## src/rtl/ifs_pkg.sv

```systemverilog
package ifs_pkg;
  parameter int unsigned DEF_FILT_CYC = 53;
  parameter int unsigned DEF_CLR_CYC  = 4000;
  parameter int unsigned DEF_PHASES   = 3;

  typedef enum logic {
    SUP_LOCKED = 1'b0,
    SUP_RUN    = 1'b1
  } sup_state_e;
endpackage

```

## src/rtl/ifs_uvlo_cell.sv

```systemverilog
module ifs_uvlo_cell
  import ifs_pkg::*;
(
  input  logic clk,
  input  logic rst_n,
  input  logic above_hi,
  input  logic below_lo,
  output logic locked
);
  sup_state_e st;

  always_ff @(posedge clk or negedge rst_n) begin
    if (!rst_n) begin
      st <= SUP_LOCKED;
    end else begin
      case (st)
        SUP_LOCKED: if (above_hi) st <= SUP_RUN;
        SUP_RUN:    if (below_lo) st <= SUP_LOCKED;
        default:    st <= SUP_LOCKED;
      endcase
    end
  end

  assign locked = (st == SUP_LOCKED);

  AST_UV_HOLD_LOCKED: assert property (@(posedge clk) disable iff (!rst_n)
    (st == SUP_LOCKED && !above_hi) |=> (st == SUP_LOCKED));
  AST_UV_HOLD_RUN: assert property (@(posedge clk) disable iff (!rst_n)
    (st == SUP_RUN && !below_lo) |=> (st == SUP_RUN));
endmodule

```

## src/rtl/ifs_oc_filter.sv

```systemverilog
module ifs_oc_filter #(
  parameter int unsigned FILT_CYC = ifs_pkg::DEF_FILT_CYC
) (
  input  logic clk,
  input  logic rst_n,
  input  logic oc_raw,
  output logic confirm
);
  localparam int unsigned CW = (FILT_CYC < 2) ? 1 : $clog2(FILT_CYC + 1);
  localparam logic [CW-1:0] LAST = CW'(FILT_CYC - 1);

  logic [CW-1:0] cnt;

  always_ff @(posedge clk or negedge rst_n) begin
    if (!rst_n)            cnt <= '0;
    else if (!oc_raw)      cnt <= '0;
    else if (cnt != LAST)  cnt <= cnt + 1'b1;
  end

  // high on the cycle whose closing edge is the FILT_CYC-th high sample
  assign confirm = oc_raw && (cnt == LAST);

  AST_CNT_RESTART: assert property (@(posedge clk) disable iff (!rst_n)
    !oc_raw |=> (cnt == '0));
  AST_CNT_BOUND: assert property (@(posedge clk) disable iff (!rst_n)
    cnt <= LAST);
endmodule

```

## src/rtl/ifs_trip_latch.sv

```systemverilog
module ifs_trip_latch #(
  parameter int unsigned CLR_CYC = ifs_pkg::DEF_CLR_CYC
) (
  input  logic clk,
  input  logic rst_n,
  input  logic confirm,
  input  logic oc_raw,
  output logic tripped
);
  localparam int unsigned TW = (CLR_CYC < 2) ? 1 : $clog2(CLR_CYC + 1);
  localparam logic [TW-1:0] LAST = TW'(CLR_CYC - 1);

  logic [TW-1:0] tmr;

  always_ff @(posedge clk or negedge rst_n) begin
    if (!rst_n) begin
      tripped <= 1'b0;
      tmr     <= '0;
    end else if (!tripped) begin
      if (confirm) begin
        tripped <= 1'b1;
        tmr     <= '0;
      end
    end else if (tmr != LAST) begin
      tmr <= tmr + 1'b1;
    end else if (!oc_raw) begin
      tripped <= 1'b0;
    end
  end

  AST_MIN_HOLD: assert property (@(posedge clk) disable iff (!rst_n)
    (tripped && tmr != LAST) |=> tripped);
  AST_RELEASE_QUIET: assert property (@(posedge clk) disable iff (!rst_n)
    $fell(tripped) |-> !$past(oc_raw));
endmodule

```

## src/rtl/inv_fault_supervisor.sv

```systemverilog
module inv_fault_supervisor #(
  parameter int unsigned FILT_CYC = ifs_pkg::DEF_FILT_CYC,
  parameter int unsigned CLR_CYC  = ifs_pkg::DEF_CLR_CYC,
  parameter int unsigned PHASES   = ifs_pkg::DEF_PHASES
) (
  input  logic              clk,
  input  logic              rst_n,
  input  logic              oc_raw,
  input  logic              vdd_above_hi,
  input  logic              vdd_below_lo,
  input  logic [PHASES-1:0] hs_above_hi,
  input  logic [PHASES-1:0] hs_below_lo,
  output logic              all_disable,
  output logic [PHASES-1:0] hs_disable,
  output logic              fault_n
);
  localparam int unsigned NSUP = PHASES + 1;

  logic [NSUP-1:0] sup_hi, sup_lo, sup_locked;
  logic            oc_confirm, trip_q, vdd_locked;

  // index 0 is the control supply, 1..PHASES the high-side supplies
  assign sup_hi = {hs_above_hi, vdd_above_hi};
  assign sup_lo = {hs_below_lo, vdd_below_lo};

  for (genvar g = 0; g < NSUP; g++) begin : g_uvlo
    ifs_uvlo_cell u_cell (
      .clk      (clk),
      .rst_n    (rst_n),
      .above_hi (sup_hi[g]),
      .below_lo (sup_lo[g]),
      .locked   (sup_locked[g])
    );
  end

  ifs_oc_filter #(.FILT_CYC(FILT_CYC)) u_filter (
    .clk     (clk),
    .rst_n   (rst_n),
    .oc_raw  (oc_raw),
    .confirm (oc_confirm)
  );

  ifs_trip_latch #(.CLR_CYC(CLR_CYC)) u_latch (
    .clk     (clk),
    .rst_n   (rst_n),
    .confirm (oc_confirm),
    .oc_raw  (oc_raw),
    .tripped (trip_q)
  );

  assign vdd_locked  = sup_locked[0];
  assign all_disable = trip_q | vdd_locked;
  assign fault_n     = ~(trip_q | vdd_locked);
  assign hs_disable  = {PHASES{all_disable}} | sup_locked[NSUP-1:1];

  AST_TRIP_SHUTS_ALL: assert property (@(posedge clk) disable iff (!rst_n)
    $rose(trip_q) |-> ((&hs_disable) && !fault_n));
  AST_HS_LOCAL: assert property (@(posedge clk) disable iff (!rst_n)
    (!trip_q && !vdd_locked) |-> (fault_n && !all_disable));
  AST_VDD_ALL_OFF: assert property (@(posedge clk) disable iff (!rst_n)
    $rose(vdd_locked) |-> ((&hs_disable) && !fault_n));
endmodule

```

## config.mk

```make
export PLATFORM = sky130hd
export DESIGN_NAME = inv_fault_supervisor
export DESIGN_NICKNAME = d
export VERILOG_FILES = /design/src/rtl/ifs_pkg.sv /design/src/rtl/ifs_uvlo_cell.sv /design/src/rtl/ifs_oc_filter.sv /design/src/rtl/ifs_trip_latch.sv /design/src/rtl/inv_fault_supervisor.sv
export SDC_FILE = /design/constraint.sdc
export NUM_CORES = 1
export LEC_CHECK = 0
export ABC_AREA = 1
export BUFFER_PORTS_ARGS = -buffer_cell sky130_fd_sc_hd__buf_4
export CAP_MARGIN = 20
export CORE_MARGIN = 2
export CORE_UTILIZATION = 35
export DETAILED_ROUTE_END_ITERATION = 10
export PLACE_DENSITY_LB_ADDON = 0.1
export SYNTH_ARGS = -nofsm -noshare
export SYNTH_HDL_FRONTEND = slang
export SYNTH_SLANG_ARGS = --single-unit
export TNS_END_PERCENT = 10
```

## constraint.sdc

```tcl
create_clock -name clk -period 2.3 [get_ports clk]
set_input_delay 0.115 -clock clk [delete_from_list [all_inputs] [get_ports clk]]
set_output_delay 0.115 -clock clk [all_outputs]
set_load 0.01 [all_outputs]
```

# --- After elaboration in Yosys (flattened, before gate mapping) ---
# Cells that the tools add are included.
word_totals:
  reg_bits: 23
  input_bits: 11
  out_inout_bits: 5
  wordCells: 45
classes:
  add_sub_neg: 2
  n_eq_ne: 5
  n_mux: 21
  n_bitwise: 7
  reduce_logical: 3
ops:
  columns: ["cell", "count"]
  rows:
  - ["2-to-1 mux 12 bit", 3]
  - ["adder 12 x 1 -> 12 bit (second input constant)", 1]
  - ["2-to-1 mux 1 bit", 12]
  - ["2-to-1 mux 6 bit", 2]
  - ["!= test 12 bit (second input constant)", 1]
  - ["one-hot mux 1 bit (2 select lines)", 4]
  - ["adder 6 x 1 -> 6 bit (second input constant)", 1]
  - ["equality test 6 bit (second input constant)", 1]
  - ["!= test 6 bit (second input constant)", 1]
  - ["NOT 1 bit", 5]
  - ["OR 3 bit", 1]
  - ["!= test 2 x 1 -> 1 bit (second input constant)", 1]
  - ["!= test 2 bit (second input constant)", 1]
  - ["AND reduction 2 bit", 1]
  - ["nonzero test 2 bit", 1]
  - ["logical AND 1 bit", 1]
  - ["OR 1 bit", 1]

# --- Longest topological paths before layout ---
# Gate-level depths: netlist (run 1).
depth:
  depth_word: 4
  ltp_mapped: 10
  mapped_depth_nobuf: 9

# --- By module ---
# A second synthesis (run 1) with hierarchy kept.
hier_totals:
  hier_cells: 177
  area_unflattened_um2: 1342.5
by_module_without_submodules:
  columns: ["mod", "n_inst", "cells_per_inst", "area_each_um2", "seq_area_each_um2"]
  rows:
  - ["ifs_trip_latch", 1, 102, 760.7, 325.3]
  - ["ifs_oc_filter", 1, 43, 354.1, 150.1]
  - ["ifs_uvlo_cell", 4, 6, 48.8, 25.0]
  - ["inv_fault_supervisor", 1, 8, 32.5, 0.0]

# --- Worst setup path after synthesis (run 1) ---
# OpenSTA, ideal clock, no wires.
synth_path:
  kind: "flip-flop to flip-flop"
  startpoint: "reg u_latch.tmr[0]"
  endpoint: "reg u_latch.tripped"
  setup_ns: 0.127
  t_arrival_ns: 1.308
  t_required_ns: 2.173
  slack_ns: 0.865
  path_stages_with_launch: 8
  path_buffers: 1
  period_less_slack_ns: 1.435
  cell_sequence: "dfrtp_1 ha_1 nand2_2 nor2_4 nand3_2 a21oi_2 buf_4 o21ai_0"
synth_via:
  elab_chain_cells: 3
synth_lines:
  columns: ["element", "line_no", "source"]
  rows:
  - ["start, declared", "ifs_trip_latch.sv:13", "logic [TW-1:0] tmr;"]
  - ["start signal, assigned", "ifs_trip_latch.sv:25", "tmr <= tmr + 1'b1;"]
  - ["!= test 12 bit", "ifs_trip_latch.sv:24", "end else if (tmr != LAST) begin"]
  - ["2-to-1 mux 1 bit", "ifs_trip_latch.sv:24", null]
  - ["2-to-1 mux 1 bit", "ifs_trip_latch.sv:19", "end else if (!tripped) begin"]
  - ["end signal, assigned", "ifs_trip_latch.sv:17", "tripped <= 1'b0;"]
  - ["end signal, assigned", "ifs_trip_latch.sv:21", "tripped <= 1'b1;"]
  - ["end signal, assigned", "ifs_trip_latch.sv:27", "tripped <= 1'b0;"]
  - ["end, declared", "ifs_trip_latch.sv:8", "output logic tripped"]
# Every way passes these cells.
# A chain may end at the register's enable or synchronous reset.

# --- Final worst setup path (run 1) ---
layout_path:
  startpoint: "reg u_latch.tmr[0]"
  endpoint: "reg u_latch.tmr[9]"
layout_via:
  elab_chain_cells: 3
  word_cells_on_any_way: 6
  cone_classes: "add/sub: 1; eq/ne: 2; mux: 2; reduce/logical: 1"
layout_lines:
  columns: ["element", "line_no"]
  rows:
  - ["adder 12 x 1 -> 12 bit / != test 12 bit (equally long branches)", "ifs_trip_latch.sv:25, ifs_trip_latch.sv:24"]
  - ["2-to-1 mux 12 bit / != test 2 bit (equally long branches)", null]
  - ["2-to-1 mux 12 bit / AND reduction 2 bit (equally long branches)", null]
# Parallel ways exist; a longest one is shown, timed or not. The select of a mux whose other input is x is not followed.

==> results of run 1 <==
worst paths after layout:
| kind | start | to | slack, ps | cells after the start |
|---|---|---|---|---|
| setup reg to reg | u_latch.tmr[0] | u_latch.tmr[9] | 460 | 8 |
| max in group asynchronous | rst_n | u_latch.tripped | 1850 | 2 |
| min in group asynchronous | rst_n | u_latch.tmr[8] | 210 | 2 |
| hold reg to reg | g_uvlo[3].u_cell.st | g_uvlo[3].u_cell.st | 490 | 1 |
| hold / removal | hs_above_hi[2] | g_uvlo[3].u_cell.st | 30 | 3 |
| setup / recovery | u_latch.tmr[0] | u_latch.tmr[9] | 460 | 8 |
final cells by class:
class	instances	area, µm²	share of cell area (%)
well taps	46	57.6	3.81
repair buffers	23	188	12.4
inverters	21	78.8	5.22
flip-flops and latches	23	576	38.1
clock buffers	4	26.3	1.74
multi-input cells	119	583	38.6
kinds of logic after synthesis:
logic type / after synthesis / synth area share, %
buf+inv: 24 / 8.04
compound gates: 25 / 11.2
xor+xnor: 2 / 1.39
flops: 23 / 45.7
fa+ha+maj: 3 / 2.98
simple gates: 89 / 30.7
registers in the layout, summed over array words and instances (netlist names):
signal / count
u_latch.tmr: 12
u_latch.tripped: 1
g_uvlo.u_cell.st: 4
u_filter.cnt: 6
critical path: stages, from the launching register on:
cell     delay [ps]
dfrtp_1         450
ha_1            200
nand2_2          90
nor2_4          200
nand3_2         140
a21oi_2         310
buf_4           250
nand2_1          60
o21ai_0          70
Yosys cell counts (all sizes together):
library cell	n	share of area [%]
a31oi	1	0.50
dfrtp	23	46
nor2	23	7.6
inv	21	6.3
nand3b	1	0.60
nand4	2	0.99
ha	3	3.0
clkbuf	1	0.30
nand2	43	13
nand3	19	7.9
buf	2	1.5
o21ai	19	8.4
xor2	2	1.4
or2	1	0.50
a21oi	5	2.3
layer usage:
| layer | wire length (µm) | vias to the layer above |
|---|---|---|
| met5 | 0 | - |
| met4 | 44 | 0 |
| met3 | 100 | 5 |
| met2 | 1180 | 24 |
| met1 | 1290 | 501 |
| li1 | - | 577 |
where the power goes:
part           internal, mW  total (mW)  switching (mW)  leakage [nW]
Clock                0.0679       0.199           0.131        0.0150
Combinational         0.128       0.309           0.182         0.398
Sequential            0.489       0.581          0.0921         0.284
Total                 0.684        1.09           0.405         0.697
metrics by stage:
stage	worst slack (ps)	instances	hold slack, ps	total power [mW]	cell area [µm²]
final	459	236	28.0	1.09	1510
after detailed placement	494	226	33.2	0.891	1420
after global placement	579	226	31.0	0.888	1420
after floorplan	865	166	-181	0.798	1260
after global routing	279	236	26.4	1.18	1510
after CTS	455	236	23.9	1.10	1510
==> qor.txt, run 1 <==
Gate Count Post-Synth -> 166
CTS buffer count -> 3
Post-DP HPWL -> 1900 µm
clock edge transition at the registers on the reported setup and hold paths -> 140 ps
clk sinks -> 23
final setup fails -> 0
grt peak-use layer -> met2
worst-margin pin slew -> 309 ps
average vias per placed instance -> 4.69
most common cell after layout, fill and taps aside -> nand2_1
GPL Wtd Cong -> 0.870
Net Count, Synth -> 180
WL final -> 2610 µm
antenna violations before repair -> 0
vias in the first global route -> 1126
pin count of the biggest net entering global routing -> 24
share of cells above drive strength 1 -> 15.3%
postcts setup bufs -> 0
Finished Core Util -> 44.5%
input/output buffers -> 15
final hold vios -> 0
status -> finished, final reports clean
crit end category -> register
max_cap viols -> 0
WS Path Type -> reg -> reg
Slew Viols, Final -> 0
Core Area -> 3390 µm²
Die W -> 64 µm
row count -> 21
CTS tree -> done
power density over cell area -> 722 nW/µm²
clk buf depth -> 2
die extent in y -> 64 µm
crit path max fanout -> 13
Initial Utilization -> 37.2%
Arr. time, crit path -> 2080 ps
Resize count post-CTS -> 0
CP required -> 2540 ps
GR Util met3 -> 2.64%
Skew-Pair Late Insertion Delay -> 320 ps
antenna fix cells -> 0
YS warnings -> 0
worst rel slew slack -> 79.3%
DIE AREA -> 4100 µm²
Startpoint Class -> register
Worst Skew -> 8.66 ps
GR Util met1 -> 19.1%
Area Growth Syn to Fin -> 19.8%
Netlist cell types -> 22
Avg WL per Cell -> 11.0 µm
min cycle time layout -> 1840 ps
worst hold path type -> in -> reg
synthesized area per cell -> 7.59 µm²
fmax -> 543 MHz
Starting DRT DRC Count -> 32
Max VDD drop -> 0.000291 V
grt ovf -> 0
met2 Use GR -> 24.6%
RSZ-0062 raised after global routing -> no
# fillers -> 330
commonest non-fill, non-tap cells in the layout -> nand2_1, dfrtp_1, inv_1, nor2_1, nand3_1
Layout Nets -> 205
period utilization -> 80.0%
I/O Pins -> 16
Hold Buf Count CTS -> 6
Pleak -> 0.697 nW
routed vias -> 1107
Post-DRT Antenna Nets -> 0
#FFs+latches synth -> 23
DRT Pass-1 Iters -> 4
setup TNS -> 0 ps
DRC errors left -> 0
clock root cell -> clkbuf_4
H-tree depth -> 1
first-pass GRT wire length -> 4770 µm
area of the mapped netlist -> 1260 µm²
post-synthesis sequential area ratio -> 45.7%
GR Util All Layers -> 15.0%
No activity file was read; power rests on OpenSTA's default activity.
==> inputs of run 2 (changes only) <==
==> constraint.sdc (replaced) <==
create_clock -name clk -period 1.55 [get_ports clk]
set_input_delay 0.0775 -clock clk [delete_from_list [all_inputs] [get_ports clk]]
set_output_delay 0.0775 -clock clk [all_outputs]
set_load 0.01 [all_outputs]
==> run 2 against run 1 <==
Compared with the run above: clock skew shrank 4.7 ps; die area stayed put; global-route usage about the same; hold slack worse by 28 ps; critical endpoint is now u_latch.tmr[5]; largest power group unchanged.
==> qor.txt, run 2 (same netlist as run 1, synthesis figures left out) <==
Pleak -> 0.746 nW (+7.1%)
Area Growth Syn to Fin -> 27.4%
Post-DRT Antenna Nets -> 0 (unchanged)
first-pass GRT wire length -> 4800 µm (+0.59%)
crit-path cells -> ha_1 -> nand2_2 -> nor2_4 -> nand3_2 -> a21oi_4 -> buf_6 -> o21ai_0
Arr. time, crit path -> 1670 ps (-410 ps)
Max VDD drop -> 0.000541 V (+86%)
max FFs per register -> 12 (unchanged)
Overall Power -> 1.70 mW (+56%)
CTS buffer count -> 3 (unchanged)
Initial Utilization -> 37.2% (unchanged)
input/output buffers -> 15 (unchanged)
Worst Slack Setup Final -> 88.7 ps (-371 ps)
crit end category -> register
Die W -> 64 µm (unchanged)
power density over cell area -> 1060 nW/µm² (+47%)
Avg WL per Cell -> 11.1 µm (+0.65%)
average vias per placed instance -> 4.62 (-1.5%)
CP required -> 1760 ps (-780 ps)
Startpoint Class -> register
CTS tree -> done
antenna violations before repair -> 0 (unchanged)
Worst Skew -> 3.92 ps (-4.74 ps)
status -> finished, final reports clean
Core Area -> 3390 µm² (unchanged)
min cycle time layout -> 1460 ps (-379 ps)
most common cell after layout, fill and taps aside -> nand2_1
CP startpoint -> u_latch.tmr[0]
fmax -> 684 MHz (+26%)
# fillers -> 332 (+0.61%)
worst hold path type -> in -> reg
WL final -> 2730 µm (+4.9%)
period utilization -> 94.3% (+14 points)
commonest non-fill, non-tap cells in the layout -> nand2_1, buf_4, dfrtp_1
worst rel slew slack -> 79.5% (+0.22 points)
Starting DRT DRC Count -> 32 (unchanged)
WS Path Type -> reg -> reg
antenna fix cells -> 0 (unchanged)
pin count of the biggest net entering global routing -> 24 (unchanged)
clk sinks -> 23 (unchanged)
grt ovf -> 0 (unchanged)
Setup crit end -> u_latch.tmr[5]
Regs by FF count -> u_latch.tmr x12, u_filter.cnt x6, g_uvlo.u_cell.st x4
Most flops, register -> u_latch.tmr
DRT Pass-1 Iters -> 4 (unchanged)
clock edge transition at the registers on the reported setup and hold paths -> 120 ps (-20 ps)
crit-path max cell delay -> 380 ps (-70 ps)
cells on worst reg2reg path -> 7 (-1)
worst r2r src -> u_latch.tmr[0]
Slew Viols, Final -> 0 (unchanged)
clk buf depth -> 2 (unchanged)
vias in the first global route -> 1115 (-0.98%)
crit path max fanout -> 13 (unchanged)
CP Depth -> 7 (-1)
cell family with most CP delay -> flip-flops
area of the multi-input gates -> 598 µm² (+2.6%)
clock root cell -> clkbuf_4
final setup fails -> 0 (unchanged)
worst-margin pin slew -> 307 ps (-2.19 ps)
final hold vios -> 0 (unchanged)
worst slack, placed -> 41.5 ps (-453 ps)
RSZ-0062 raised after global routing -> yes
reg2reg setup slack -> 90 ps (-370 ps)
WP buf/inv -> 1 (unchanged)
Post-DP HPWL -> 1990 µm (+4.8%)
DIE AREA -> 4100 µm² (unchanged)
max_cap viols -> 0 (unchanged)
Layout Nets -> 215 (+4.9%)
GPL Wtd Cong -> 0.786 (-9.6%)
storage element area -> 576 µm² (unchanged)
R2R Path End -> u_latch.tmr[5]
share of cells above drive strength 1 -> 20.5% (+5.2 points)
H-tree depth -> 1 (unchanged)
DRC errors left -> 0 (unchanged)
die extent in y -> 64 µm (unchanged)
routed vias -> 1137 (+2.7%)
row count -> 21 (unchanged)
GR Util All Layers -> 15.0% (-0.045 points)
CP max stage cell -> dfrtp_1
I/O Pins -> 16 (unchanged)
Skew-Pair Late Insertion Delay -> 320 ps (about the same)
## run 2: cell count changes in the layout (fill, tap and decap cells not counted)
cell	change
nor2_1	-3
buf_4	+8
a21oi_4	+1
dlygate4sd3_1	+1
a21oi_2	-1
buf_6	+1
o21ai_1	+5
nor2_2	+3
o21ai_0	-5
## run 2: area by class of cell
class | instances | share of cell area, %
repair buffers | 33 | 16.8
flip-flops and latches | 23 | 35.9
clock buffers | 4 | 1.64
inverters | 21 | 4.91
well taps | 46 | 3.59
multi-input cells | 119 | 37.3
## run 2: worst min path at each step
stage | from | end | slack, ps | cells after the start
after floorplan | rst_n | g_uvlo[0].u_cell.st | -220 | 0
after global placement | rst_n | u_latch.tmr[9] | -5 | 1
after detailed placement | rst_n | u_filter.cnt[5] | -0.9 | 1
after CTS | hs_above_hi[2] | g_uvlo[3].u_cell.st | 0.6 | 3
after global routing | hs_above_hi[2] | g_uvlo[3].u_cell.st | 2 | 3
final | hs_above_hi[2] | g_uvlo[3].u_cell.st | 0.1 | 3
## run 2: per-layer routing
layer	track usage, %	share of wire, %
met3	1.58	2.8
met1	18.8	50
met4	5.71	2.1
met5	0	0
met2	26.2	45
## run 2: power breakdown
group / internal [mW] / switching [mW] / leakage, nW / total [mW]
clock: 0.101 / 0.185 / 0.0150 / 0.286
sequential: 0.725 / 0.0933 / 0.284 / 0.818
combinational: 0.264 / 0.335 / 0.447 / 0.599
## run 2: worst reg2reg max path, delay by kind of cell, from the launching register on
kind,cells,cell delay [ps]
AO/OA/AOI/OAI,2,260
adder cells (fa/ha/maj),1,190
flip-flops,1,380
AND/OR/NAND/NOR,3,370
buffers and inverters,1,160
## run 2: per-stage QoR
step	hold WS, ps	setup TNS, ps	cell area [µm²]	std cells	utilization, %
CTS	0.607	0	1570	244	46.4
detailed placement	-0.895	0	1480	233	43.5
global placement	-5.18	0	1480	233	43.5
global route	2.23	-145	1610	246	47.4
floorplan	-218	0	1260	166	-
finish	0.115	0	1610	246	47.4
## run 2: what timing repair did
action,4_1_cts,5_1_grt
setup endpoints to repair,0,18
hold buffers,7,0
buffers inserted,0,2
gates resized for setup,0,10
endpoints found under the hold margin,27,0
==> inputs of run 3 (changes only) <==
--- a/config.mk
+++ b/config.mk
@@ -8,6 +8,7 @@
 export ABC_AREA = 1
 export BUFFER_PORTS_ARGS = -buffer_cell sky130_fd_sc_hd__buf_4
 export CAP_MARGIN = 20
+export CORE_ASPECT_RATIO = 1.1
 export CORE_MARGIN = 2
 export CORE_UTILIZATION = 35
 export DETAILED_ROUTE_END_ITERATION = 10
==> constraint.sdc (replaced) <==
create_clock -name clk -period 1.9 [get_ports clk]
set_input_delay 0.095 -clock clk [delete_from_list [all_inputs] [get_ports clk]]
set_output_delay 0.095 -clock clk [all_outputs]
set_load 0.01 [all_outputs]
==> run 3 against run 2 <==
Compared with the run above: clock skew grew 2.1 ps; sequential cell count unchanged; hold slack better by 24 ps; critical endpoint is now u_latch.tmr[11]; largest cell class unchanged; largest power group unchanged; highest routed layer unchanged.
==> qor.txt, run 3 (same netlist as run 1, synthesis figures left out) <==
DRT Pass-1 Iters -> 4 (unchanged)
Arr. time, crit path -> 1870 ps (+200 ps)
final hold vios -> 0 (unchanged)
GPL Wtd Cong -> 0.769 (-2.2%)
crit end category -> register
max_cap viols -> 0 (unchanged)
met3 wire length -> 64 µm (-17%)
clk sinks -> 23 (unchanged)
CTS buffer count -> 3 (unchanged)
Area Growth Syn to Fin -> 20.2%
worst hold path type -> in -> reg
worst slack, placed -> 221 ps (+180 ps)
share of cells above drive strength 1 -> 16.3% (-4.2 points)
CP required -> 2100 ps (+340 ps)
area of the multi-input gates -> 583 µm² (-2.5%)
WS Path Type -> reg -> reg
antenna violations before repair -> 0 (unchanged)
DRC errors left -> 0 (unchanged)
min cycle time layout -> 1670 ps (+210 ps)
CTS tree -> done
worst hold margin -> 24.3 ps (+24.2 ps)
crit-path cells -> ha_1 -> nand2_2 -> nor2_4 -> nand3_2 -> a21oi_2 -> buf_4 -> o21ai_0
routed vias -> 1113 (-2.1%)
Overall Power -> 1.30 mW (-24%)
# fillers -> 349 (+5.1%)
period utilization -> 88.0% (-6.3 points)
final setup fails -> 0 (unchanged)
average vias per placed instance -> 4.68 (+1.2%)
H-tree depth -> 1 (unchanged)
antenna fix cells -> 0 (unchanged)
Most flops, register -> u_latch.tmr
Max VDD drop -> 0.000372 V (-31%)
crit-path max cell delay -> 430 ps (+50 ps)
Core Area -> 3390 µm² (-0.11%)
RSZ-0062 raised after global routing -> no
setup TNS -> 0 ps (unchanged)
most common cell after layout, fill and taps aside -> nand2_1
clock edge transition at the registers on the reported setup and hold paths -> 130 ps (about the same)
postcts setup bufs -> 0 (unchanged)
Avg WL per Cell -> 10.8 µm (-2.9%)
Slew Viols, Final -> 0 (unchanged)
Initial Utilization -> 37.2% (+0.041 points)
WL met2 -> 1350 µm (+8.8%)
clock root cell -> clkbuf_4
worst-margin pin slew -> 304 ps (-3.38 ps)
worst rel slew slack -> 79.7% (+0.15 points)
Pleak -> 0.699 nW (-6.4%)
Skew-Pair Late Insertion Delay -> 310 ps (about the same)
crit path max fanout -> 19 (+6)
Die W -> 61.2 µm (-4.4%)
fmax -> 598 MHz (-13%)
pin count of the biggest net entering global routing -> 24 (unchanged)
clk buf depth -> 2 (unchanged)
Post-DRT Antenna Nets -> 0 (unchanged)
Worst Skew -> 5.99 ps (+2.07 ps)
die extent in y -> 66.9 µm (+4.6%)
max FFs per register -> 12 (unchanged)
Startpoint Class -> register
I/O Pins -> 16 (unchanged)
CP max stage cell -> dfrtp_2
input/output buffers -> 15 (unchanged)
GR Util All Layers -> 15.6% (+0.66 points)
first-pass GRT wire length -> 4740 µm (-1.3%)
status -> finished, final reports clean
power density over cell area -> 860 nW/µm² (-19%)
row count -> 22 (+4.8%)
Regs by FF count -> u_latch.tmr x12, u_filter.cnt x6, g_uvlo.u_cell.st x4
wl on met1 -> 1110 µm (-18%)
WL final -> 2570 µm (-6.1%)
commonest non-fill, non-tap cells in the layout -> nand2_1, dfrtp_1, inv_1, nor2_1, nand3_1
storage element area -> 577 µm² (+0.22%)
Starting DRT DRC Count -> 53 (+66%)
grt ovf -> 0 (unchanged)
DR top layer -> met4
Layout Nets -> 205 (-4.7%)
Post-DP HPWL -> 1830 µm (-8.3%)
vias in the first global route -> 1137 (+2.0%)
DIE AREA -> 4100 µm² (about the same)
Worst Slack Setup Final -> 229 ps (+140 ps)
==> run 3: metal layers <==
metal  track usage (%)  up-vias
li1                  -      577
met5                 0        -
met1              18.4      517
met2              27.4       15
met4              6.52        0
met3              2.33        4
==> run 3: power breakdown <==
part           internal [mW]  switching, mW
combinational          0.154          0.217
clock                 0.0787          0.151
sequential             0.592          0.109
total                  0.826          0.476
==> run 3: cell type report <==
cell class              count  share of cell area (%)
multi-input cells         119                    38.5
flip-flops and latches     23                    38.1
repair buffers             23                    12.4
inverters                  21                    5.21
well taps                  48                    3.97
clock buffers               3                    1.49
clock inverters             1                   0.331
==> run 3: timing repair <==
item                                   in CTS  in global routing
gates resized for setup                     0                  1
setup endpoints to repair                   0                  3
endpoints found under the hold margin      27                  0
hold buffers                                6                  0
==> run 3: worst max-delay path, delay by kind of cell (launching register included) <==
family	cells	cell delay (ps)
buffers and inverters	1	230
adders and majority gates	1	180
and+or+nand+nor	3	430
AOI/OAI and AO/OA	2	280
DFF	1	430
==> run 3: path summary, 6_finish.rpt <==
kind / slack, ps / start / end / depth (start not counted)
worst max register to register: 230 / u_latch.tmr[0] / u_latch.tmr[11] / 7
max in group asynchronous: 1460 / rst_n / u_latch.tmr[0] / 2
worst max-delay path: 230 / u_latch.tmr[0] / u_latch.tmr[11] / 7
min in group asynchronous: 190 / rst_n / u_latch.tmr[10] / 2
worst min register to register: 480 / g_uvlo[2].u_cell.st / g_uvlo[2].u_cell.st / 1
worst min-delay path: 20 / hs_above_hi[0] / g_uvlo[1].u_cell.st / 3
==> run 3: through the flow <==
stage                     cell area (µm²)  utilization (%)  cells
after floorplan                      1260                -    166
after global placement               1430             42.1    228
after detailed placement             1430             42.1    228
after CTS                            1510             44.7    238
after global routing                 1510             44.7    238
final                                1510             44.7    238
